==> config.mk <==
export PLATFORM = sky130hd
export DESIGN_NAME = wpost_admit
export DESIGN_NICKNAME = d
export VERILOG_FILES = /design/src/rtl/wpa_pkg.sv /design/src/rtl/wpa_credit_pool.sv /design/src/rtl/wpa_fbb_gate.sv /design/src/rtl/wpa_decide.sv /design/src/rtl/wpost_admit.sv
export SDC_FILE = /design/constraint.sdc
export NUM_CORES = 1
export LEC_CHECK = 0
export BUFFER_PORTS_ARGS = -buffer_cell sky130_fd_sc_hd__buf_2
export CORE_ASPECT_RATIO = 0.75
export CORE_MARGIN = 2
export CORE_UTILIZATION = 50
export CTS_CLUSTER_SIZE = 40
export DETAILED_ROUTE_END_ITERATION = 10
export GPL_TIMING_DRIVEN = 0
export PLACE_DENSITY = 0.8
export SLEW_MARGIN = 20
export SYNTH_ARGS = -nofsm -noshare
export SYNTH_HDL_FRONTEND = slang
export SYNTH_SLANG_ARGS = --single-unit
export TNS_END_PERCENT = 100
==> constraint.sdc <==
create_clock -name clk -period 13.5 [get_ports clk]
set_input_delay 0.675 -clock clk [delete_from_list [all_inputs] [get_ports clk]]
set_output_delay 0.675 -clock clk [all_outputs]
set_load 0.05 [all_outputs]
==> src/rtl/wpa_pkg.sv <==
package wpa_pkg;
  typedef enum logic [1:0] {
    VERD_NONE = 2'b00,
    VERD_ACC  = 2'b01,
    VERD_RTY  = 2'b10
  } verdict_t;

  typedef struct packed {
    logic up;
    logic dly;
    logic b2b;
  } req_attr_t;
endpackage

==> src/rtl/wpa_credit_pool.sv <==
module wpa_credit_pool #(
  parameter int DEPTH = 4,
  parameter int FW    = $clog2(DEPTH + 1)
) (
  input  logic          clk,
  input  logic          rst,
  input  logic [FW-1:0] take_i,
  input  logic [FW-1:0] give_i,
  output logic [FW-1:0] free_o
);
  localparam int XW = FW + 1;
  localparam logic [XW-1:0] DEPTH_X = XW'(DEPTH);

  logic [XW-1:0] free_x, take_x, give_x, room_x, give_eff, next_x;
  logic [FW-1:0] free_q;

  always_comb begin
    free_x   = {1'b0, free_q};
    take_x   = {1'b0, take_i};
    give_x   = {1'b0, give_i};
    room_x   = DEPTH_X - free_x + take_x;
    give_eff = (give_x > room_x) ? room_x : give_x;
    next_x   = free_x - take_x + give_eff;
  end

  always_ff @(posedge clk) begin
    if (rst) free_q <= FW'(DEPTH);
    else     free_q <= next_x[FW-1:0];
  end

  assign free_o = free_q;

  assert_no_underflow_R9: assert property (@(posedge clk) disable iff (rst)
    take_i <= free_q);
  assert_no_overflow_R9: assert property (@(posedge clk) disable iff (rst)
    {1'b0, free_q} <= DEPTH_X);
endmodule

==> src/rtl/wpa_fbb_gate.sv <==
module wpa_fbb_gate (
  input  wpa_pkg::req_attr_t attr_i,
  input  logic               up_en_i,
  input  logic               dn_en_i,
  output logic               block_o
);
  logic sel_en;
  always_comb begin
    sel_en  = attr_i.up ? up_en_i : dn_en_i;
    block_o = attr_i.b2b & ~sel_en;
  end
endmodule

==> src/rtl/wpa_decide.sv <==
module wpa_decide #(
  parameter int FW_DQ  = 3,
  parameter int BEAT_W = 5
) (
  input  logic               clk,
  input  logic               rst,
  input  logic               vld_i,
  input  wpa_pkg::req_attr_t attr_i,
  input  logic [BEAT_W-1:0]  beats_i,
  input  logic               fbb_block_i,
  input  logic [FW_DQ-1:0]   dq_free_i,
  input  logic [BEAT_W-1:0]  pw_free_i,
  output logic [FW_DQ-1:0]   dq_take_o,
  output logic [BEAT_W-1:0]  pw_take_o,
  output logic               acc_o,
  output logic               rty_o,
  output logic               alloc_dq_o,
  output logic               alloc_pw_o
);
  import wpa_pkg::*;

  logic     dq_fit, pw_fit, grant;
  verdict_t verd;
  logic     acc_q, rty_q, adq_q, apw_q;

  always_comb begin
    dq_fit = (dq_free_i != '0);
    pw_fit = (beats_i != '0) && (beats_i <= pw_free_i);
    grant  = vld_i & ~fbb_block_i & (attr_i.dly ? dq_fit : pw_fit);
    verd   = !vld_i ? VERD_NONE : (grant ? VERD_ACC : VERD_RTY);
    dq_take_o = (grant & attr_i.dly) ? FW_DQ'(1) : '0;
    pw_take_o = (grant & ~attr_i.dly) ? beats_i : '0;
  end

  always_ff @(posedge clk) begin
    if (rst) begin
      acc_q <= 1'b0;
      rty_q <= 1'b0;
      adq_q <= 1'b0;
      apw_q <= 1'b0;
    end else begin
      acc_q <= (verd == VERD_ACC);
      rty_q <= (verd == VERD_RTY);
      adq_q <= (verd == VERD_ACC) & attr_i.dly;
      apw_q <= (verd == VERD_ACC) & ~attr_i.dly;
    end
  end

  assign acc_o      = acc_q;
  assign rty_o      = rty_q;
  assign alloc_dq_o = adq_q;
  assign alloc_pw_o = apw_q;

  assert_one_resp_R2: assert property (@(posedge clk) disable iff (rst)
    vld_i |=> (acc_o ^ rty_o));
  assert_quiet_R2: assert property (@(posedge clk) disable iff (rst)
    !vld_i |=> (!acc_o && !rty_o));
  assert_alloc_kind_R3: assert property (@(posedge clk) disable iff (rst)
    acc_o |-> (alloc_dq_o ^ alloc_pw_o));
  assert_fbb_retry_R6: assert property (@(posedge clk) disable iff (rst)
    (vld_i && fbb_block_i) |=> rty_o);
  assert_dq_full_R3: assert property (@(posedge clk) disable iff (rst)
    (vld_i && attr_i.dly && dq_free_i == '0) |=> rty_o);
  assert_zero_beats_R4: assert property (@(posedge clk) disable iff (rst)
    (vld_i && !attr_i.dly && beats_i == '0) |=> rty_o);
endmodule

==> src/rtl/wpost_admit.sv <==
module wpost_admit #(
  parameter int DQ_DEPTH = 4,
  parameter int PW_DEPTH = 16,
  parameter int BEAT_W   = $clog2(PW_DEPTH + 1)
) (
  input  logic              clk,
  input  logic              rst,
  input  logic              req_vld_i,
  input  logic              req_up_i,
  input  logic              req_dly_i,
  input  logic              req_b2b_i,
  input  logic [BEAT_W-1:0] req_beats_i,
  input  logic              cmd_fbb_en_i,
  input  logic              bctl_fbb_en_i,
  input  logic              dq_rel_i,
  input  logic              pw_rel_i,
  input  logic [BEAT_W-1:0] pw_rel_beats_i,
  output logic              acc_o,
  output logic              rty_o,
  output logic              alloc_dq_o,
  output logic              alloc_pw_o
);
  import wpa_pkg::*;

  localparam int FW_DQ = $clog2(DQ_DEPTH + 1);

  req_attr_t         attr;
  logic              fbb_block;
  logic [FW_DQ-1:0]  dq_free, dq_take, dq_give;
  logic [BEAT_W-1:0] pw_free, pw_take, pw_give;

  always_comb begin
    attr.up  = req_up_i;
    attr.dly = req_dly_i;
    attr.b2b = req_b2b_i;
    dq_give  = dq_rel_i ? FW_DQ'(1) : '0;
    pw_give  = pw_rel_i ? pw_rel_beats_i : '0;
  end

  wpa_fbb_gate u_fbb (
    .attr_i  (attr),
    .up_en_i (cmd_fbb_en_i),
    .dn_en_i (bctl_fbb_en_i),
    .block_o (fbb_block)
  );

  wpa_credit_pool #(.DEPTH(DQ_DEPTH), .FW(FW_DQ)) u_dq_pool (
    .clk    (clk),
    .rst    (rst),
    .take_i (dq_take),
    .give_i (dq_give),
    .free_o (dq_free)
  );

  wpa_credit_pool #(.DEPTH(PW_DEPTH), .FW(BEAT_W)) u_pw_pool (
    .clk    (clk),
    .rst    (rst),
    .take_i (pw_take),
    .give_i (pw_give),
    .free_o (pw_free)
  );

  wpa_decide #(.FW_DQ(FW_DQ), .BEAT_W(BEAT_W)) u_decide (
    .clk         (clk),
    .rst         (rst),
    .vld_i       (req_vld_i),
    .attr_i      (attr),
    .beats_i     (req_beats_i),
    .fbb_block_i (fbb_block),
    .dq_free_i   (dq_free),
    .pw_free_i   (pw_free),
    .dq_take_o   (dq_take),
    .pw_take_o   (pw_take),
    .acc_o       (acc_o),
    .rty_o       (rty_o),
    .alloc_dq_o  (alloc_dq_o),
    .alloc_pw_o  (alloc_pw_o)
  );

  assert_rst_idle_R1: assert property (@(posedge clk)
    $past(rst) |-> (!acc_o && !rty_o && !alloc_dq_o && !alloc_pw_o));
  assert_retry_no_take_R10: assert property (@(posedge clk) disable iff (rst)
    (dq_take != '0 || pw_take != '0) |=> acc_o);
endmodule

# ---- Word-level counts from Yosys, hierarchy flattened
# Index checks and enable logic that the tools add are counted.
dict set report classes {
  n_addsub 8
  n_lt_le_gt_ge 3
  eq_ne 2
  muxes 10
  bitwise_logic 10
  n_reduce_logical 3
}
# cell n
set ops {}
lappend ops {{two-way mux 5 bit} 3}
lappend ops {{bitwise AND 1 bit} 7}
lappend ops {{adder 6 x 5 -> 6 bit} 1}
lappend ops {{> comparator 5 x 6 -> 1 bit} 1}
lappend ops {{subtractor 5 x 5 -> 6 bit (first input constant)} 1}
lappend ops {{adder 5 bit} 1}
lappend ops {{less-or-equal comparator 5 bit} 1}
lappend ops {{nonzero test 5 bit} 1}
lappend ops {{subtractor 5 bit} 1}
lappend ops {{adder 4 x 1 -> 4 bit} 1}
lappend ops {{> comparator 1 x 4 -> 1 bit} 1}
lappend ops {{two-way mux 1 bit} 4}
lappend ops {{two-way mux 2 bit} 2}
lappend ops {{subtractor 3 x 3 -> 4 bit (first input constant)} 1}
lappend ops {{adder 3 bit} 1}
lappend ops {{two-way mux 3 bit} 1}
lappend ops {{inverter 1 bit} 3}
lappend ops {{nonzero test 3 bit} 1}
lappend ops {{subtractor 3 bit} 1}
lappend ops {{equality test 2 x 1 -> 1 bit (second input constant)} 1}
lappend ops {{equality test 2 bit (second input constant)} 1}
lappend ops {{logical AND 1 bit} 1}
dict set report word_totals {
  register_bits 12
  inputBits 20
}

# ---- Logic depth before layout (Yosys ltp)
# Gate-level depths: netlist (run 1).
dict set report logic_depth {
  depth_word 12
  depth_mapped 29
}

# ---- Modules after synthesis
# A second synthesis (run 1) with hierarchy kept.
dict set report unflattened {
  cells_unflattened 192
  hier_area_um2 1726.7
}
# mod instances cells_each area_per_inst_um2 seq_area_each_um2
set modules_own_cells {}
lappend modules_own_cells {{wpa_credit_pool at u_pw_pool} 1 90 803.3 100.1}
lappend modules_own_cells {wpa_decide 1 48 451.7 80.1}
lappend modules_own_cells {{wpa_credit_pool at u_dq_pool} 1 46 420.4 60.1}
lappend modules_own_cells {wpost_admit 1 6 35.0 0.0}
lappend modules_own_cells {wpa_fbb_gate 1 2 16.3 0.0}

# ---- Least setup slack after synthesis (run 1)
# No wires, ideal clock.
dict set report synth_timing {
  path_kind {input-to-reg}
  start {input port req_beats_i[4]}
  end {register u_pw_pool.free_q[4], in the netlist u_pw_pool.free_o[4]}
  setup_ns 0.126
  t_arrival_ns 5.859
  required_ns 13.374
  path_slack_ns 7.515
  cell_stages 25
  path_buffers 1
  path_cell_list {ha_1 -> and3_1 -> o21ai_1 -> a32oi_2 -> nor3b_4 -> and2_1 -> xnor2_1 -> ha_1 -> a21o_1 -> a21oi_1 -> xor2_1 -> ha_1 -> and3_1 -> a32oi_1 -> o211a_1 -> buf_6 -> mux2i_1 -> xor2_1 -> ha_1 -> fa_1 -> a21o_1 -> a21oi_1 -> xnor2_1 -> xnor3_1 -> mux2i_1}
}
dict set report synth_between {
  elab_chain_cells 10
  word_cells_on_any_way 12
  classes_between {add/sub: 3; order compare: 2; mux: 3; bitwise: 2; reduce/logical: 2}
}
# item line
set synth_rtl {}
lappend synth_rtl {{start: declaration} wpost_admit.sv:12} ;# input logic [BEAT_W-1:0] req_beats_i,
lappend synth_rtl {{less-or-equal comparator 5 bit or nonzero test 5 bit (tied branches)} wpa_decide.sv:28} ;# pw_fit = (beats_i != '0) && (beats_i <= pw_free_i);
lappend synth_rtl {{logical AND 1 bit} wpa_decide.sv:28}
lappend synth_rtl {{two-way mux 1 bit} wpa_decide.sv:29} ;# grant = vld_i & ~fbb_block_i & (attr_i.dly ? dq_fit : pw_fit);
lappend synth_rtl {{bitwise AND 1 bit} wpa_decide.sv:29}
lappend synth_rtl {{bitwise AND 1 bit} wpa_decide.sv:32} ;# pw_take_o = (grant & ~attr_i.dly) ? beats_i : '0;
lappend synth_rtl {{two-way mux 5 bit (*)} wpa_decide.sv:32}
lappend synth_rtl {{adder 6 x 5 -> 6 bit} wpa_credit_pool.sv:21} ;# room_x = DEPTH_X - free_x + take_x;
lappend synth_rtl {{> comparator 5 x 6 -> 1 bit} wpa_credit_pool.sv:22} ;# give_eff = (give_x > room_x) ? room_x : give_x;
lappend synth_rtl {{two-way mux 5 bit} wpa_credit_pool.sv:22}
lappend synth_rtl {{adder 5 bit (*)} wpa_credit_pool.sv:23} ;# next_x = free_x - take_x + give_eff;
lappend synth_rtl {{end signal: assignment} wpa_credit_pool.sv:27} ;# if (rst) free_q <= FW'(DEPTH);
lappend synth_rtl {{end signal: assignment} wpa_credit_pool.sv:28} ;# else free_q <= next_x[FW-1:0];
lappend synth_rtl {{end: declaration} wpa_credit_pool.sv:15} ;# logic [FW-1:0] free_q;
# Every way passes the cells marked *; elsewhere a longest branch is shown, timed or not.
# A chain may end at the register's enable or synchronous reset.

# ---- Worst setup path after layout (run 1)
dict set report layout_timing {
  start {input port req_beats_i[1]}
  end {register u_pw_pool.free_q[4], in the netlist u_pw_pool.free_o[4]}
}
# The elaborated chain is that of the path after synthesis.

==> flow_summary.html, run 1 <==
<table>
<tr><th>Metric</th><th>Value</th></tr>
<tr><th colspan="2">Synthesis</th></tr>
<tr><td>Count of state elements after synthesis</td><td>12</td></tr>
<tr><td>Synthesized-area fraction occupied by xor and xnor cells</td><td>9.011%</td></tr>
<tr><td>Cell area after synthesis</td><td>1416 um2</td></tr>
<tr><td>Avg Cell Area, Syn</td><td>9.021 um2</td></tr>
<tr><td>Number of nets produced by synthesis</td><td>210</td></tr>
<tr><td>EDFF count, synth</td><td>0</td></tr>
<tr><td>Yosys warning count</td><td>0</td></tr>
<tr><td>Leading cell types by total area after synthesis</td><td>sky130_fd_sc_hd__ha_1, sky130_fd_sc_hd__dfxtp_1, sky130_fd_sc_hd__inv_1</td></tr>
<tr><td>Cell taking the most area after synthesis</td><td>sky130_fd_sc_hd__ha_1</td></tr>
<tr><td>Simple-gate portion of the synthesized area</td><td>16.08%</td></tr>
<tr><td>Post-synthesis compound-gate area fraction</td><td>13.34%</td></tr>
<tr><td>Unique masters post-synth</td><td>38</td></tr>
<tr><td>Commonest register cell after synthesis</td><td>sky130_fd_sc_hd__dfxtp_1</td></tr>
<tr><td>Sequential share of the synthesized area</td><td>16.96%</td></tr>
<tr><td>Async set or reset register ratio after synthesis</td><td>0%</td></tr>
<tr><td>Main combinational cell family by area after synthesis</td><td>adder cells</td></tr>
<tr><td>Post-synthesis share of cell area spent on full adders, half adders and majority gates</td><td>30.74%</td></tr>
<tr><td>Synth Instances</td><td>157</td></tr>
<tr><td>Area share of the leading cell type in the synthesized netlist</td><td>26.50%</td></tr>
<tr><td>Multiplexer share of the synthesized area</td><td>6.714%</td></tr>
<tr><th colspan="2">Floorplanning</th></tr>
<tr><td>Overall die area</td><td>3279 um2</td></tr>
<tr><td>Starting density of the core</td><td>53.60%</td></tr>
<tr><td>Top-Level Pins</td><td>24</td></tr>
<tr><td>Area of the core region</td><td>2643 um2</td></tr>
<tr><td>Number of core rows</td><td>16</td></tr>
<tr><td>Die span in y</td><td>50.09 um</td></tr>
<tr><td>Width of the chip</td><td>65.46 um</td></tr>
<tr><th colspan="2">Detailed routing</th></tr>
<tr><td>Number of detailed-route iterations in the first pass</td><td>4</td></tr>
<tr><td>DRC violation total after the first TritonRoute iteration</td><td>47</td></tr>
<tr><td>Final routed wirelength across all metal layers</td><td>2969 um</td></tr>
<tr><td>Count of unresolved DRC violations after routing</td><td>0</td></tr>
<tr><td>Total vias in the final route</td><td>1146</td></tr>
<tr><td>Via-per-instance ratio</td><td>5.209</td></tr>
<tr><td>Routed Antenna Nets</td><td>0</td></tr>
<tr><td>Post-DR wirelength/cell</td><td>13.50 um</td></tr>
<tr><th colspan="2">Pwr</th></tr>
<tr><td>Standby leakage power</td><td>0.8579 nW</td></tr>
<tr><td>P per Cell Area</td><td>253.6 nW/um2</td></tr>
<tr><td>Max rail drop VDD</td><td>0.1050 mV</td></tr>
<tr><th colspan="2">Cells and area</th></tr>
<tr><td>Filler Cell Count</td><td>236</td></tr>
<tr><td>Layout-stage area growth over the synthesis result</td><td>15.19%</td></tr>
<tr><td>Layout Nets</td><td>238</td></tr>
<tr><td>Share of cells above drive strength 1</td><td>19.02%</td></tr>
<tr><td>Cell area after layout</td><td>1632 um2</td></tr>
<tr><td>Antenna diode count</td><td>0</td></tr>
<tr><th colspan="2">Setup path</th></tr>
<tr><td>Setup slack of the worst register-to-register path</td><td>7120 ps</td></tr>
<tr><td>Class of the most critical setup path</td><td>in -&gt; reg</td></tr>
<tr><td>Worst endpoint required time</td><td>13630 ps</td></tr>
<tr><td>Arrival time at the worst endpoint</td><td>6630 ps</td></tr>
<tr><td>R2R Path End</td><td>u_pw_pool.free_o[4]</td></tr>
<tr><td>Length in cells of the worst reg-to-reg path</td><td>26</td></tr>
<tr><td>CP Launch Type</td><td>input port</td></tr>
<tr><td>Critical path fanouts, max</td><td>9</td></tr>
<tr><td>Reg-to-reg startpoint</td><td>u_pw_pool.free_o[1]</td></tr>
<tr><td>Element type at the critical path end</td><td>register</td></tr>
<tr><th colspan="2">GRT</th></tr>
<tr><td>First-pass GRT wire length</td><td>5085 um</td></tr>
<tr><td>Total routing resource utilization after global routing</td><td>20.28%</td></tr>
<tr><td>Number of global-route vias before repair</td><td>1220</td></tr>
<tr><td>Pin count of the biggest net entering global routing</td><td>11</td></tr>
<tr><td>Total overflow reported by the global router</td><td>0</td></tr>
<tr><td>Initial antenna violation count</td><td>0</td></tr>
<tr><th colspan="2">Min path</th></tr>
<tr><td>Worst hold stages</td><td>2</td></tr>
<tr><td>Worst min-delay path startpoint</td><td>req_vld_i</td></tr>
<tr><td>Worst Hold Endpoint</td><td>u_decide.rty_o</td></tr>
<tr><td>Class of the tightest hold or removal check</td><td>in -&gt; reg</td></tr>
<tr><th colspan="2">STA</th></tr>
<tr><td>Relative max-transition margin</td><td>69.26%</td></tr>
<tr><td>Final setup TNS</td><td>0 ps</td></tr>
<tr><td>Final Cycle Share</td><td>48.17%</td></tr>
<tr><td>Hold violation count in the final report</td><td>0</td></tr>
<tr><td>Post-route clock skew</td><td>0.7074 ps</td></tr>
<tr><td>Final slew viol count</td><td>0</td></tr>
<tr><td>Final setup violation count</td><td>0</td></tr>
<tr><td>Clock period minus worst slack</td><td>6503 ps</td></tr>
<tr><td>Peak Freq</td><td>153.8 MHz</td></tr>
<tr><td>Tightest Pin Transition</td><td>461.2 ps</td></tr>
<tr><td>Setup repair after global routing missed its margin</td><td>false</td></tr>
<tr><th colspan="2">Clocking</th></tr>
<tr><td>H-Tree Depth</td><td>1</td></tr>
<tr><td>TritonCTS clock tree</td><td>yes</td></tr>
<tr><td>Hold-fix buffers at CTS</td><td>0</td></tr>
<tr><td>Number of buffers created by CTS</td><td>3</td></tr>
<tr><td>Num Clock Sinks</td><td>12</td></tr>
<tr><td>Post-cts gate resize count</td><td>0</td></tr>
<tr><td>Reg clk slew, reported paths</td><td>50 ps</td></tr>
<tr><td>Maximum clock path buffer count</td><td>2</td></tr>
<tr><td>Count of buffers added by post-CTS timing repair for setup</td><td>0</td></tr>
<tr><td>Clock latency on the worst-skew pair</td><td>240 ps</td></tr>
<tr><td>Root buffer selected by CTS</td><td>sky130_fd_sc_hd__clkbuf_8</td></tr>
<tr><th colspan="2">Place</th></tr>
<tr><td>Area of placed instances</td><td>1577 um2</td></tr>
<tr><td>Number of port buffers</td><td>23</td></tr>
<tr><td>Detail Placement HPWL</td><td>2451 um</td></tr>
<tr><td>Weighted congestion at the end of routability-driven global placement</td><td>0.7949</td></tr>
<tr><th colspan="2">Status</th></tr>
<tr><td>Status</td><td>finished, final reports clean</td></tr>
<tr><th colspan="2">Job</th></tr>
<tr><td>Max cap viols</td><td>0</td></tr>
</table>
## critical path, cell delays in order
cell,delay [ps]
sky130_fd_sc_hd__buf_2,130
sky130_fd_sc_hd__ha_1,330
sky130_fd_sc_hd__nor2b_1,150
sky130_fd_sc_hd__o21ai_1,150
sky130_fd_sc_hd__a32oi_2,100
sky130_fd_sc_hd__nor3b_4,400
sky130_fd_sc_hd__and2_1,290
sky130_fd_sc_hd__xnor2_1,220
sky130_fd_sc_hd__ha_1,290
sky130_fd_sc_hd__a21o_1,190
sky130_fd_sc_hd__a21oi_1,170
sky130_fd_sc_hd__xor2_1,220
sky130_fd_sc_hd__ha_1,290
sky130_fd_sc_hd__and3_1,210
sky130_fd_sc_hd__a32oi_1,200
sky130_fd_sc_hd__o211a_1,180
sky130_fd_sc_hd__buf_6,140
sky130_fd_sc_hd__mux2i_1,250
sky130_fd_sc_hd__xor2_1,180
sky130_fd_sc_hd__ha_1,290
sky130_fd_sc_hd__fa_1,470
sky130_fd_sc_hd__a21o_1,210
sky130_fd_sc_hd__a21oi_1,250
sky130_fd_sc_hd__xnor2_1,180
sky130_fd_sc_hd__xnor3_1,350
sky130_fd_sc_hd__mux2i_1,130
## layout by cell type, fill, tap and decap left out, drive strengths merged, types with 2 or more instances in the layout
cell	count
nor2b	7
mux2i	8
a21o	5
nor3b	2
dfxtp	12
xor2	4
nor2	6
and2	4
and3	4
clkbuf	5
buf	24
nand2	9
xnor2	8
a21oi	6
ha	30
fa	3
o21ai	5
o21bai	2
nand3	2
nor3	2
a32oi	2
inv	23
## power breakdown
part / total [mW] / leakage (nW) / switching (mW) / internal (mW)
registers: 0.0565 / 0.0993 / 0.00880 / 0.0477
logic: 0.317 / 0.730 / 0.160 / 0.158
clock network: 0.0398 / 0.0288 / 0.0140 / 0.0258
## routing by layer
layer  global-route usage, %  routed length (um)
met5                       0                   0
met4                   3.819                  17
met3                   6.393                 190
met2                   36.39                1409
met1                   23.74                1352
## registers in the layout (all words and copies together) (netlist names)
signal and cells:
u_decide.alloc_dq_o 1, u_pw_pool.free_o 5, u_decide.rty_o 1, u_decide.acc_o 1, u_decide.alloc_pw_o 1, u_dq_pool.free_o 3
## per-stage QoR
stage	worst slack, ps	hold WS [ps]	std cells	util, %	power, mW
after floorplan	7515	609.9	157	-	0.3087
after global placement	6975	649.5	216	59.66	0.3501
after detailed placement	6813	678.3	216	59.66	0.3707
after CTS	7006	692.5	220	61.74	0.4133
after global routing	6664	696.9	220	61.74	0.4541
final	6997	687.5	220	61.74	0.4138
## cell type report
cell class / count / area, um2 / area share [%]
Tap cell: 36 / 45.04 / 2.761
Buffer: 2 / 15.01 / 0.9202
Multi-Input combinational cell: 120 / 1075 / 65.87
Clock buffer: 4 / 55.05 / 3.374
Timing Repair Buffer: 23 / 115.1 / 7.055
Inverter: 23 / 86.33 / 5.291
Sequential cell: 12 / 240.2 / 14.72
## cell families after synthesis
family,after synthesis
buffers and inverters,25
adder cells (fa/ha/maj),33
AO/OA/AOI/OAI,25
AND/OR/NAND/NOR,40
XOR/XNOR,13
multiplexers,9
flip-flops,12
## synth_stat cells, types with 2 or more instances
cell type                   n
sky130_fd_sc_hd__and3_1     4
sky130_fd_sc_hd__a21oi_2    2
sky130_fd_sc_hd__a21o_1     5
sky130_fd_sc_hd__and2_1     4
sky130_fd_sc_hd__nand2_1    8
sky130_fd_sc_hd__nor2b_1    7
sky130_fd_sc_hd__o21bai_1   2
sky130_fd_sc_hd__nand3_1    2
sky130_fd_sc_hd__xor2_1     4
sky130_fd_sc_hd__dfxtp_1   12
sky130_fd_sc_hd__nor3_1     2
sky130_fd_sc_hd__inv_1     23
sky130_fd_sc_hd__a21oi_1    4
sky130_fd_sc_hd__xnor2_1    8
sky130_fd_sc_hd__o21ai_1    2
sky130_fd_sc_hd__fa_1       3
sky130_fd_sc_hd__ha_1      30
sky130_fd_sc_hd__o21ai_0    3
sky130_fd_sc_hd__nor2_1     6
sky130_fd_sc_hd__mux2i_1    8
## worst max path at each step
stage | slack (ps) | to | start
2_1_floorplan | 7520 | u_pw_pool.free_o[4] | req_beats_i[4]
3_3_place_gp | 6970 | u_pw_pool.free_o[4] | req_beats_i[3]
3_5_place_dp | 6810 | u_pw_pool.free_o[4] | req_beats_i[4]
4_1_cts | 7010 | u_pw_pool.free_o[4] | req_beats_i[1]
5_1_grt | 6660 | u_pw_pool.free_o[4] | req_beats_i[4]
6_report | 7000 | u_pw_pool.free_o[4] | req_beats_i[1]
(Power assumes the default switching activity.)
==> run 2: changes to the inputs <==
==> constraint.sdc (replaced) <==
create_clock -name clk -period 6.7 [get_ports clk]
set_input_delay 0.335 -clock clk [delete_from_list [all_inputs] [get_ports clk]]
set_output_delay 0.335 -clock clk [all_outputs]
set_load 0.05 [all_outputs]
==> run 2 against run 1 <==
  * Non-clock buffer count grew 2
  * Clock skew is essentially flat
  * Critical endpoint unchanged
  * Cell area grew 0.92%
  * Critical path type is now reg -> reg
  * Critical path depth is the same
  * Sequential power grew 100%
  * Clock power grew 100%
  * Largest cell class unchanged
==> flow_summary.html, run 2 (same netlist as run 1, synthesis figures left out) <==
<table>
<tr><th>Metric</th><th>Value</th></tr>
<tr><th colspan="2">STA</th></tr>
<tr><td>Setup repair after global routing missed its margin</td><td>false</td></tr>
<tr><td>Hold violation count in the final report</td><td>0 (unchanged)</td></tr>
<tr><td>Post-layout worst setup margin</td><td>413.8 ps (-6583 ps)</td></tr>
<tr><td>Post-route clock skew</td><td>1.043 ps (+0.3352 ps)</td></tr>
<tr><td>Final setup TNS</td><td>0 ps (unchanged)</td></tr>
<tr><td>Final setup violation count</td><td>0 (unchanged)</td></tr>
<tr><td>Relative max-transition margin</td><td>69.30% (about the same)</td></tr>
<tr><td>Final Cycle Share</td><td>93.82%</td></tr>
<tr><td>Peak Freq</td><td>159.1 MHz</td></tr>
<tr><td>Final slew viol count</td><td>0 (unchanged)</td></tr>
<tr><td>Tightest Pin Transition</td><td>460.6 ps (-0.6068 ps)</td></tr>
<tr><td>Clock period minus worst slack</td><td>6286 ps</td></tr>
<tr><th colspan="2">Clocking</th></tr>
<tr><td>Post-cts gate resize count</td><td>0 (unchanged)</td></tr>
<tr><td>Maximum clock path buffer count</td><td>2 (unchanged)</td></tr>
<tr><td>Reg clk slew, reported paths</td><td>50 ps (about the same)</td></tr>
<tr><td>Clock latency on the worst-skew pair</td><td>240 ps (about the same)</td></tr>
<tr><td>TritonCTS clock tree</td><td>yes</td></tr>
<tr><td>H-Tree Depth</td><td>1 (unchanged)</td></tr>
<tr><td>Num Clock Sinks</td><td>12 (unchanged)</td></tr>
<tr><td>Root buffer selected by CTS</td><td>sky130_fd_sc_hd__clkbuf_8</td></tr>
<tr><td>Number of buffers created by CTS</td><td>3 (unchanged)</td></tr>
<tr><th colspan="2">Min path</th></tr>
<tr><td>Worst Hold Endpoint</td><td>u_decide.rty_o</td></tr>
<tr><td>Class of the tightest hold or removal check</td><td>in -&gt; reg</td></tr>
<tr><td>Worst hold stages</td><td>2 (unchanged)</td></tr>
<tr><td>Worst min-delay path startpoint</td><td>req_vld_i</td></tr>
<tr><th colspan="2">Setup path</th></tr>
<tr><td>Class of the most critical setup path</td><td>reg -&gt; reg</td></tr>
<tr><td>R2R Path End</td><td>u_pw_pool.free_o[4]</td></tr>
<tr><td>Element type at the critical path end</td><td>register</td></tr>
<tr><td>Length in cells of the worst reg-to-reg path</td><td>26 (unchanged)</td></tr>
<tr><td>Arrival time at the worst endpoint</td><td>6410 ps (-220 ps)</td></tr>
<tr><td>CP Launch Type</td><td>register</td></tr>
<tr><td>Critical path fanouts, max</td><td>7 (-2)</td></tr>
<tr><td>Reg-to-reg startpoint</td><td>u_pw_pool.free_o[1]</td></tr>
<tr><td>Setup slack of the worst register-to-register path</td><td>410 ps (-6710 ps)</td></tr>
<tr><td>Worst endpoint required time</td><td>6820 ps (-6810 ps)</td></tr>
<tr><th colspan="2">Detailed routing</th></tr>
<tr><td>Total vias in the final route</td><td>1152 (+0.52%)</td></tr>
<tr><td>Routed Antenna Nets</td><td>0 (unchanged)</td></tr>
<tr><td>Count of unresolved DRC violations after routing</td><td>0 (unchanged)</td></tr>
<tr><td>Via-per-instance ratio</td><td>5.189 (-0.38%)</td></tr>
<tr><td>Number of detailed-route iterations in the first pass</td><td>4 (unchanged)</td></tr>
<tr><td>Post-DR wirelength/cell</td><td>13.46 um (-0.23%)</td></tr>
<tr><td>DRC violation total after the first TritonRoute iteration</td><td>46 (-2.1%)</td></tr>
<tr><td>Final routed wirelength across all metal layers</td><td>2989 um (+0.67%)</td></tr>
<tr><th colspan="2">Floorplanning</th></tr>
<tr><td>Area of the core region</td><td>2643 um2 (unchanged)</td></tr>
<tr><td>Top-Level Pins</td><td>24 (unchanged)</td></tr>
<tr><td>Starting density of the core</td><td>53.60% (unchanged)</td></tr>
<tr><td>Number of core rows</td><td>16 (unchanged)</td></tr>
<tr><td>Overall die area</td><td>3279 um2 (unchanged)</td></tr>
<tr><td>Width of the chip</td><td>65.46 um (unchanged)</td></tr>
<tr><td>Die span in y</td><td>50.09 um (unchanged)</td></tr>
<tr><th colspan="2">Pwr</th></tr>
<tr><td>Comb pwr share</td><td>76.8% (about the same)</td></tr>
<tr><td>Switching power total</td><td>0.3674 mW (+100%)</td></tr>
<tr><td>Max rail drop VDD</td><td>0.2106 mV (+100%)</td></tr>
<tr><td>P per Cell Area</td><td>507.5 nW/um2 (+100%)</td></tr>
<tr><td>Clock power frac</td><td>9.6% (about the same)</td></tr>
<tr><td>Standby leakage power</td><td>0.8685 nW (+1.2%)</td></tr>
<tr><td>Seq pwr share</td><td>13.6% (about the same)</td></tr>
<tr><td>Total internal power</td><td>0.4682 mW (+100%)</td></tr>
<tr><td>Switching portion of total power</td><td>43.97% (-0.17 points)</td></tr>
<tr><th colspan="2">Cells and area</th></tr>
<tr><td>Antenna diode count</td><td>0 (unchanged)</td></tr>
<tr><td>Filler Cell Count</td><td>231 (-2.1%)</td></tr>
<tr><td>Commonest cells after routing, fill and taps aside</td><td>sky130_fd_sc_hd__ha_1, sky130_fd_sc_hd__inv_1, sky130_fd_sc_hd__buf_2</td></tr>
<tr><td>Layout-stage area growth over the synthesis result</td><td>16.25%</td></tr>
<tr><td>Max reg flops</td><td>5 (unchanged)</td></tr>
<tr><td>Layout Nets</td><td>240 (+0.84%)</td></tr>
<tr><td>Share of cells above drive strength 1</td><td>19.89% (+0.87 points)</td></tr>
<tr><td>Most common library cell in the layout ignoring fill and taps</td><td>sky130_fd_sc_hd__ha_1</td></tr>
<tr><th colspan="2">Place</th></tr>
<tr><td>Weighted congestion at the end of routability-driven global placement</td><td>0.7949 (unchanged)</td></tr>
<tr><td>Detail Placement HPWL</td><td>2451 um (unchanged)</td></tr>
<tr><td>Worst-case setup slack after placement</td><td>352.7 ps (-6460 ps)</td></tr>
<tr><td>Number of port buffers</td><td>23 (unchanged)</td></tr>
<tr><th colspan="2">GRT</th></tr>
<tr><td>Pin count of the biggest net entering global routing</td><td>11 (unchanged)</td></tr>
<tr><td>First-pass GRT wire length</td><td>5085 um (unchanged)</td></tr>
<tr><td>Initial antenna violation count</td><td>0 (unchanged)</td></tr>
<tr><td>Number of global-route vias before repair</td><td>1220 (unchanged)</td></tr>
<tr><td>Total routing resource utilization after global routing</td><td>20.28% (unchanged)</td></tr>
<tr><td>Total overflow reported by the global router</td><td>0 (unchanged)</td></tr>
<tr><th colspan="2">Job</th></tr>
<tr><td>Max cap viols</td><td>0 (unchanged)</td></tr>
<tr><th colspan="2">Status</th></tr>
<tr><td>Status</td><td>finished, final reports clean</td></tr>
</table>
[run 2: worst max path at each step]
stage                   startpoint                   to
2_1_floorplan  u_pw_pool.free_o[3]  u_pw_pool.free_o[4]
3_3_place_gp        req_beats_i[3]  u_pw_pool.free_o[4]
3_5_place_dp        req_beats_i[4]  u_pw_pool.free_o[4]
4_1_cts        u_pw_pool.free_o[1]  u_pw_pool.free_o[4]
5_1_grt        u_pw_pool.free_o[1]  u_pw_pool.free_o[4]
6_report       u_pw_pool.free_o[1]  u_pw_pool.free_o[4]
[run 2: what timing repair did]
item,4_1_cts,5_1_grt
hold buffers,0,0
setup endpoints to repair,0,1
buffers inserted,0,2
[run 2: layout make-up]
class / instances / area (um2) / share of cell area [%]
Multi-Input combinational cell: 120 / 1075 / 65.27
Sequential cell: 12 / 240.2 / 14.59
Timing Repair Buffer: 25 / 130.1 / 7.903
Inverter: 23 / 86.33 / 5.243
Clock buffer: 4 / 55.05 / 3.343
Tap cell: 36 / 45.04 / 2.736
Buffer: 2 / 15.01 / 0.9119
[run 2: power by group through the flow]
| stage | Combinational, mW | Clock [mW] | Sequential, mW |
|---|---|---|---|
| global route | 0.718 | 0.0845 | 0.117 |
| floorplan | 0.505 | 0 | 0.117 |
| finish | 0.642 | 0.0799 | 0.114 |
| CTS | 0.639 | 0.0806 | 0.114 |
| detailed placement | 0.632 | 0 | 0.115 |
| global placement | 0.592 | 0 | 0.113 |
[run 2: stage by stage]
stage	hold slack, ps	power [mW]	utilization [%]	cell area [um2]	instances
4_1_cts	352.5	0.8328	61.74	1632	220
3_5_place_dp	602.4	0.7470	59.66	1577	216
2_1_floorplan	495.0	0.6221	-	1416	157
6_report	348.3	0.8356	62.31	1647	222
5_1_grt	356.9	0.9188	62.31	1647	222
3_3_place_gp	592.2	0.7054	59.66	1577	216
[run 2: worst max-delay path: stages (launching register included)]
cell,delay [ps]
sky130_fd_sc_hd__dfxtp_1,380
sky130_fd_sc_hd__inv_1,80
sky130_fd_sc_hd__ha_1,320
sky130_fd_sc_hd__nor2b_1,150
sky130_fd_sc_hd__o21ai_1,150
sky130_fd_sc_hd__a32oi_2,100
sky130_fd_sc_hd__nor3b_4,330
sky130_fd_sc_hd__and2_1,270
sky130_fd_sc_hd__xnor2_1,220
sky130_fd_sc_hd__ha_1,290
sky130_fd_sc_hd__a21o_1,190
sky130_fd_sc_hd__a21oi_1,170
sky130_fd_sc_hd__xor2_1,220
sky130_fd_sc_hd__ha_1,290
sky130_fd_sc_hd__and3_1,210
sky130_fd_sc_hd__a32oi_1,200
sky130_fd_sc_hd__o211a_1,180
sky130_fd_sc_hd__buf_6,140
sky130_fd_sc_hd__mux2i_1,250
sky130_fd_sc_hd__xor2_1,180
sky130_fd_sc_hd__ha_1,290
sky130_fd_sc_hd__fa_1,470
sky130_fd_sc_hd__a21o_1,210
sky130_fd_sc_hd__a21oi_1,240
sky130_fd_sc_hd__xnor2_1,170
sky130_fd_sc_hd__xnor3_1,350
sky130_fd_sc_hd__mux2i_1,130
[run 2: layer usage]
| metal | part of all wire [%] | vias to the layer above | wire, um | GRT usage [%] |
|---|---|---|---|---|
| met5 | 0 | - | 0 | 0 |
| met4 | 0.57 | 0 | 17 | 3.819 |
| met3 | 6.3 | 2 | 187 | 6.393 |
| met2 | 48 | 30 | 1432 | 36.39 |
| met1 | 45 | 525 | 1352 | 23.74 |
| li1 | - | 595 | - | - |
==> run 3: changes to the inputs <==
--- a/config.mk
+++ b/config.mk
@@ -7,7 +7,7 @@
 export LEC_CHECK = 0
 export BUFFER_PORTS_ARGS = -buffer_cell sky130_fd_sc_hd__buf_2
 export CORE_ASPECT_RATIO = 0.75
-export CORE_MARGIN = 2
+export CORE_MARGIN = 4
 export CORE_UTILIZATION = 50
 export CTS_CLUSTER_SIZE = 40
 export DETAILED_ROUTE_END_ITERATION = 10
==> run 3 against run 2 <==
  * Cell count unchanged
  * Clock skew rose by 5.2 ps
  * Global-route usage shrank 3.1 points
  * Critical path depth did not move
  * Setup slack lost 63 ps
  * Cell area up 0.23%
  * Clock power is 4.5% higher
  * First-iteration DRC count grew 33%
  * Fmax shrank 0.99%
==> flow_summary.html, run 3 (same netlist as run 1, synthesis figures left out) <==
<table>
<tr><th>Metric</th><th>Value</th></tr>
<tr><th colspan="2">Cells and area</th></tr>
<tr><td>Max reg flops</td><td>5 (unchanged)</td></tr>
<tr><td>Layout-stage area growth over the synthesis result</td><td>16.52%</td></tr>
<tr><td>Antenna diode count</td><td>0 (unchanged)</td></tr>
<tr><td>Layout Nets</td><td>240 (unchanged)</td></tr>
<tr><td>Share of cells above drive strength 1</td><td>20.43% (+0.54 points)</td></tr>
<tr><td>Cell area after layout</td><td>1650 um2 (+0.23%)</td></tr>
<tr><td>Most common library cell in the layout ignoring fill and taps</td><td>sky130_fd_sc_hd__ha_1</td></tr>
<tr><td>Commonest cells after routing, fill and taps aside</td><td>sky130_fd_sc_hd__ha_1, sky130_fd_sc_hd__inv_1, sky130_fd_sc_hd__buf_2</td></tr>
<tr><th colspan="2">STA</th></tr>
<tr><td>Final Cycle Share</td><td>94.76% (+0.94 points)</td></tr>
<tr><td>Setup repair after global routing missed its margin</td><td>false</td></tr>
<tr><td>Peak Freq</td><td>157.5 MHz (-0.99%)</td></tr>
<tr><td>Post-route clock skew</td><td>6.228 ps (+5.185 ps)</td></tr>
<tr><td>Final setup TNS</td><td>0 ps (unchanged)</td></tr>
<tr><td>Worst hold slack</td><td>352.7 ps (+4.424 ps)</td></tr>
<tr><td>Post-layout worst setup margin</td><td>350.8 ps (-63.04 ps)</td></tr>
<tr><td>Final slew viol count</td><td>0 (unchanged)</td></tr>
<tr><td>Clock period minus worst slack</td><td>6349 ps (+63.04 ps)</td></tr>
<tr><td>Relative max-transition margin</td><td>71.02% (+1.7 points)</td></tr>
<tr><td>Final setup violation count</td><td>0 (unchanged)</td></tr>
<tr><td>Hold violation count in the final report</td><td>0 (unchanged)</td></tr>
<tr><td>Tightest Pin Transition</td><td>434.6 ps (-25.93 ps)</td></tr>
<tr><th colspan="2">GRT</th></tr>
<tr><td>First-pass GRT wire length</td><td>4988 um (-1.9%)</td></tr>
<tr><td>Pin count of the biggest net entering global routing</td><td>11 (unchanged)</td></tr>
<tr><td>Number of global-route vias before repair</td><td>1120 (-8.2%)</td></tr>
<tr><td>Total overflow reported by the global router</td><td>0 (unchanged)</td></tr>
<tr><td>Total routing resource utilization after global routing</td><td>17.20% (-3.1 points)</td></tr>
<tr><td>Initial antenna violation count</td><td>0 (unchanged)</td></tr>
<tr><th colspan="2">Place</th></tr>
<tr><td>Worst-case setup slack after placement</td><td>207.6 ps (-145.1 ps)</td></tr>
<tr><td>Detail Placement HPWL</td><td>2470 um (+0.74%)</td></tr>
<tr><td>Area of placed instances</td><td>1577 um2 (unchanged)</td></tr>
<tr><td>Weighted congestion at the end of routability-driven global placement</td><td>0.8486 (+6.8%)</td></tr>
<tr><td>Number of port buffers</td><td>23 (unchanged)</td></tr>
<tr><th colspan="2">Floorplanning</th></tr>
<tr><td>Area of the core region</td><td>2663 um2 (+0.76%)</td></tr>
<tr><td>Die span in y</td><td>54.09 um (+8.0%)</td></tr>
<tr><td>Top-Level Pins</td><td>24 (unchanged)</td></tr>
<tr><td>Starting density of the core</td><td>53.20% (-0.40 points)</td></tr>
<tr><td>Width of the chip</td><td>69.46 um (+6.1%)</td></tr>
<tr><td>Number of core rows</td><td>16 (unchanged)</td></tr>
<tr><td>Overall die area</td><td>3757 um2 (+15%)</td></tr>
<tr><th colspan="2">Clocking</th></tr>
<tr><td>Maximum clock path buffer count</td><td>2 (unchanged)</td></tr>
<tr><td>H-Tree Depth</td><td>1 (unchanged)</td></tr>
<tr><td>Num Clock Sinks</td><td>12 (unchanged)</td></tr>
<tr><td>Hold-fix buffers at CTS</td><td>0 (unchanged)</td></tr>
<tr><td>TritonCTS clock tree</td><td>yes</td></tr>
<tr><td>Root buffer selected by CTS</td><td>sky130_fd_sc_hd__clkbuf_8</td></tr>
<tr><td>Reg clk slew, reported paths</td><td>60 ps (about the same)</td></tr>
<tr><td>Clock latency on the worst-skew pair</td><td>250 ps (about the same)</td></tr>
<tr><td>Number of buffers created by CTS</td><td>3 (unchanged)</td></tr>
<tr><th colspan="2">Setup path</th></tr>
<tr><td>Cell repeated most along the worst path</td><td>sky130_fd_sc_hd__ha_1</td></tr>
<tr><td>Slowest CP cell</td><td>sky130_fd_sc_hd__fa_1</td></tr>
<tr><td>Element type at the critical path end</td><td>register</td></tr>
<tr><td>Largest stage delay on the critical path</td><td>460 ps (about the same)</td></tr>
<tr><td>Arrival time at the worst endpoint</td><td>6480 ps (+70 ps)</td></tr>
<tr><td>Class of the most critical setup path</td><td>reg -&gt; reg</td></tr>
<tr><td>CP Launch Type</td><td>register</td></tr>
<tr><td>Worst endpoint required time</td><td>6830 ps (about the same)</td></tr>
<tr><td>Critical path fanouts, max</td><td>7 (unchanged)</td></tr>
<tr><th colspan="2">Detailed routing</th></tr>
<tr><td>DRC violation total after the first TritonRoute iteration</td><td>61 (+33%)</td></tr>
<tr><td>Number of detailed-route iterations in the first pass</td><td>4 (unchanged)</td></tr>
<tr><td>Final routed wirelength across all metal layers</td><td>2969 um (-0.67%)</td></tr>
<tr><td>Post-DR wirelength/cell</td><td>13.37 um (-0.67%)</td></tr>
<tr><td>Total vias in the final route</td><td>1173 (+1.8%)</td></tr>
<tr><td>Count of unresolved DRC violations after routing</td><td>0 (unchanged)</td></tr>
<tr><td>Via-per-instance ratio</td><td>5.284 (+1.8%)</td></tr>
<tr><td>Routed Antenna Nets</td><td>0 (unchanged)</td></tr>
<tr><th colspan="2">Pwr</th></tr>
<tr><td>Max rail drop VDD</td><td>0.1985 mV (-5.8%)</td></tr>
<tr><td>Standby leakage power</td><td>0.8689 nW (about the same)</td></tr>
<tr><td>P per Cell Area</td><td>515.3 nW/um2 (+1.5%)</td></tr>
<tr><th colspan="2">Min path</th></tr>
<tr><td>Class of the tightest hold or removal check</td><td>in -&gt; reg</td></tr>
<tr><th colspan="2">Status</th></tr>
<tr><td>Status</td><td>finished, final reports clean</td></tr>
<tr><th colspan="2">Job</th></tr>
<tr><td>Max cap viols</td><td>0 (unchanged)</td></tr>
</table>
run 3: worst paths after layout:
kind	startpoint	to	slack (ps)	cells past startpoint
worst max-delay path	u_pw_pool.free_o[3]	u_pw_pool.free_o[4]	350	26
worst min-delay path	req_vld_i	u_decide.rty_o	350	2
worst max register to register	u_pw_pool.free_o[3]	u_pw_pool.free_o[4]	350	26
worst min register to register	u_dq_pool.free_o[2]	u_dq_pool.free_o[2]	690	3
run 3: metrics by stage:
step / utilization [%] / instances / total power, mW
2_1_floorplan: - / 157 / 0.6221
3_3_place_gp: 59.21 / 216 / 0.7065
3_5_place_dp: 59.21 / 216 / 0.7493
4_1_cts: 61.28 / 220 / 0.8390
5_1_grt: 61.98 / 222 / 0.9281
6_report: 61.98 / 222 / 0.8504
run 3: metal layers:
metal	wire, um	vias to the layer above	track usage (%)
met3	134	5	3.731
li1	-	597	-
met1	1363	551	20.22
met5	0	-	0
met4	56	0	7.792
met2	1414	20	30.85
run 3: report_power, final:
part	internal (mW)	leakage (nW)	switching, mW
combinational	0.323	0.741	0.330
clock	0.0521	0.0288	0.0314
sequential	0.0961	0.0993	0.0177
run 3: worst max-delay path, delay by kind of cell (launching register included):
family | cells | cell delay (ps)
adder cells (fa/ha/maj) | 5 | 1620
AO/OA/AOI/OAI | 9 | 1600
XOR/XNOR | 5 | 1190
AND/OR/NAND/NOR | 3 | 810
multiplexers | 2 | 410
flip-flops | 1 | 370
buffers and inverters | 2 | 230
run 3: timing repair:
| action | 4_1_cts | 5_1_grt |
|---|---|---|
| gates resized for setup | 0 | 1 |
| buffers inserted | 0 | 2 |
| endpoints found under the setup margin | 0 | 1 |
run 3: cell type report:
type                       instances  area, um2
buffer                             2      15.01
clock buffer                       4      55.05
fill                             218       1012
inverter                          23      86.33
multi-input combinational        120       1079
sequential                        12      240.2
tap                               36      45.04
timing repair buffer              25      130.1
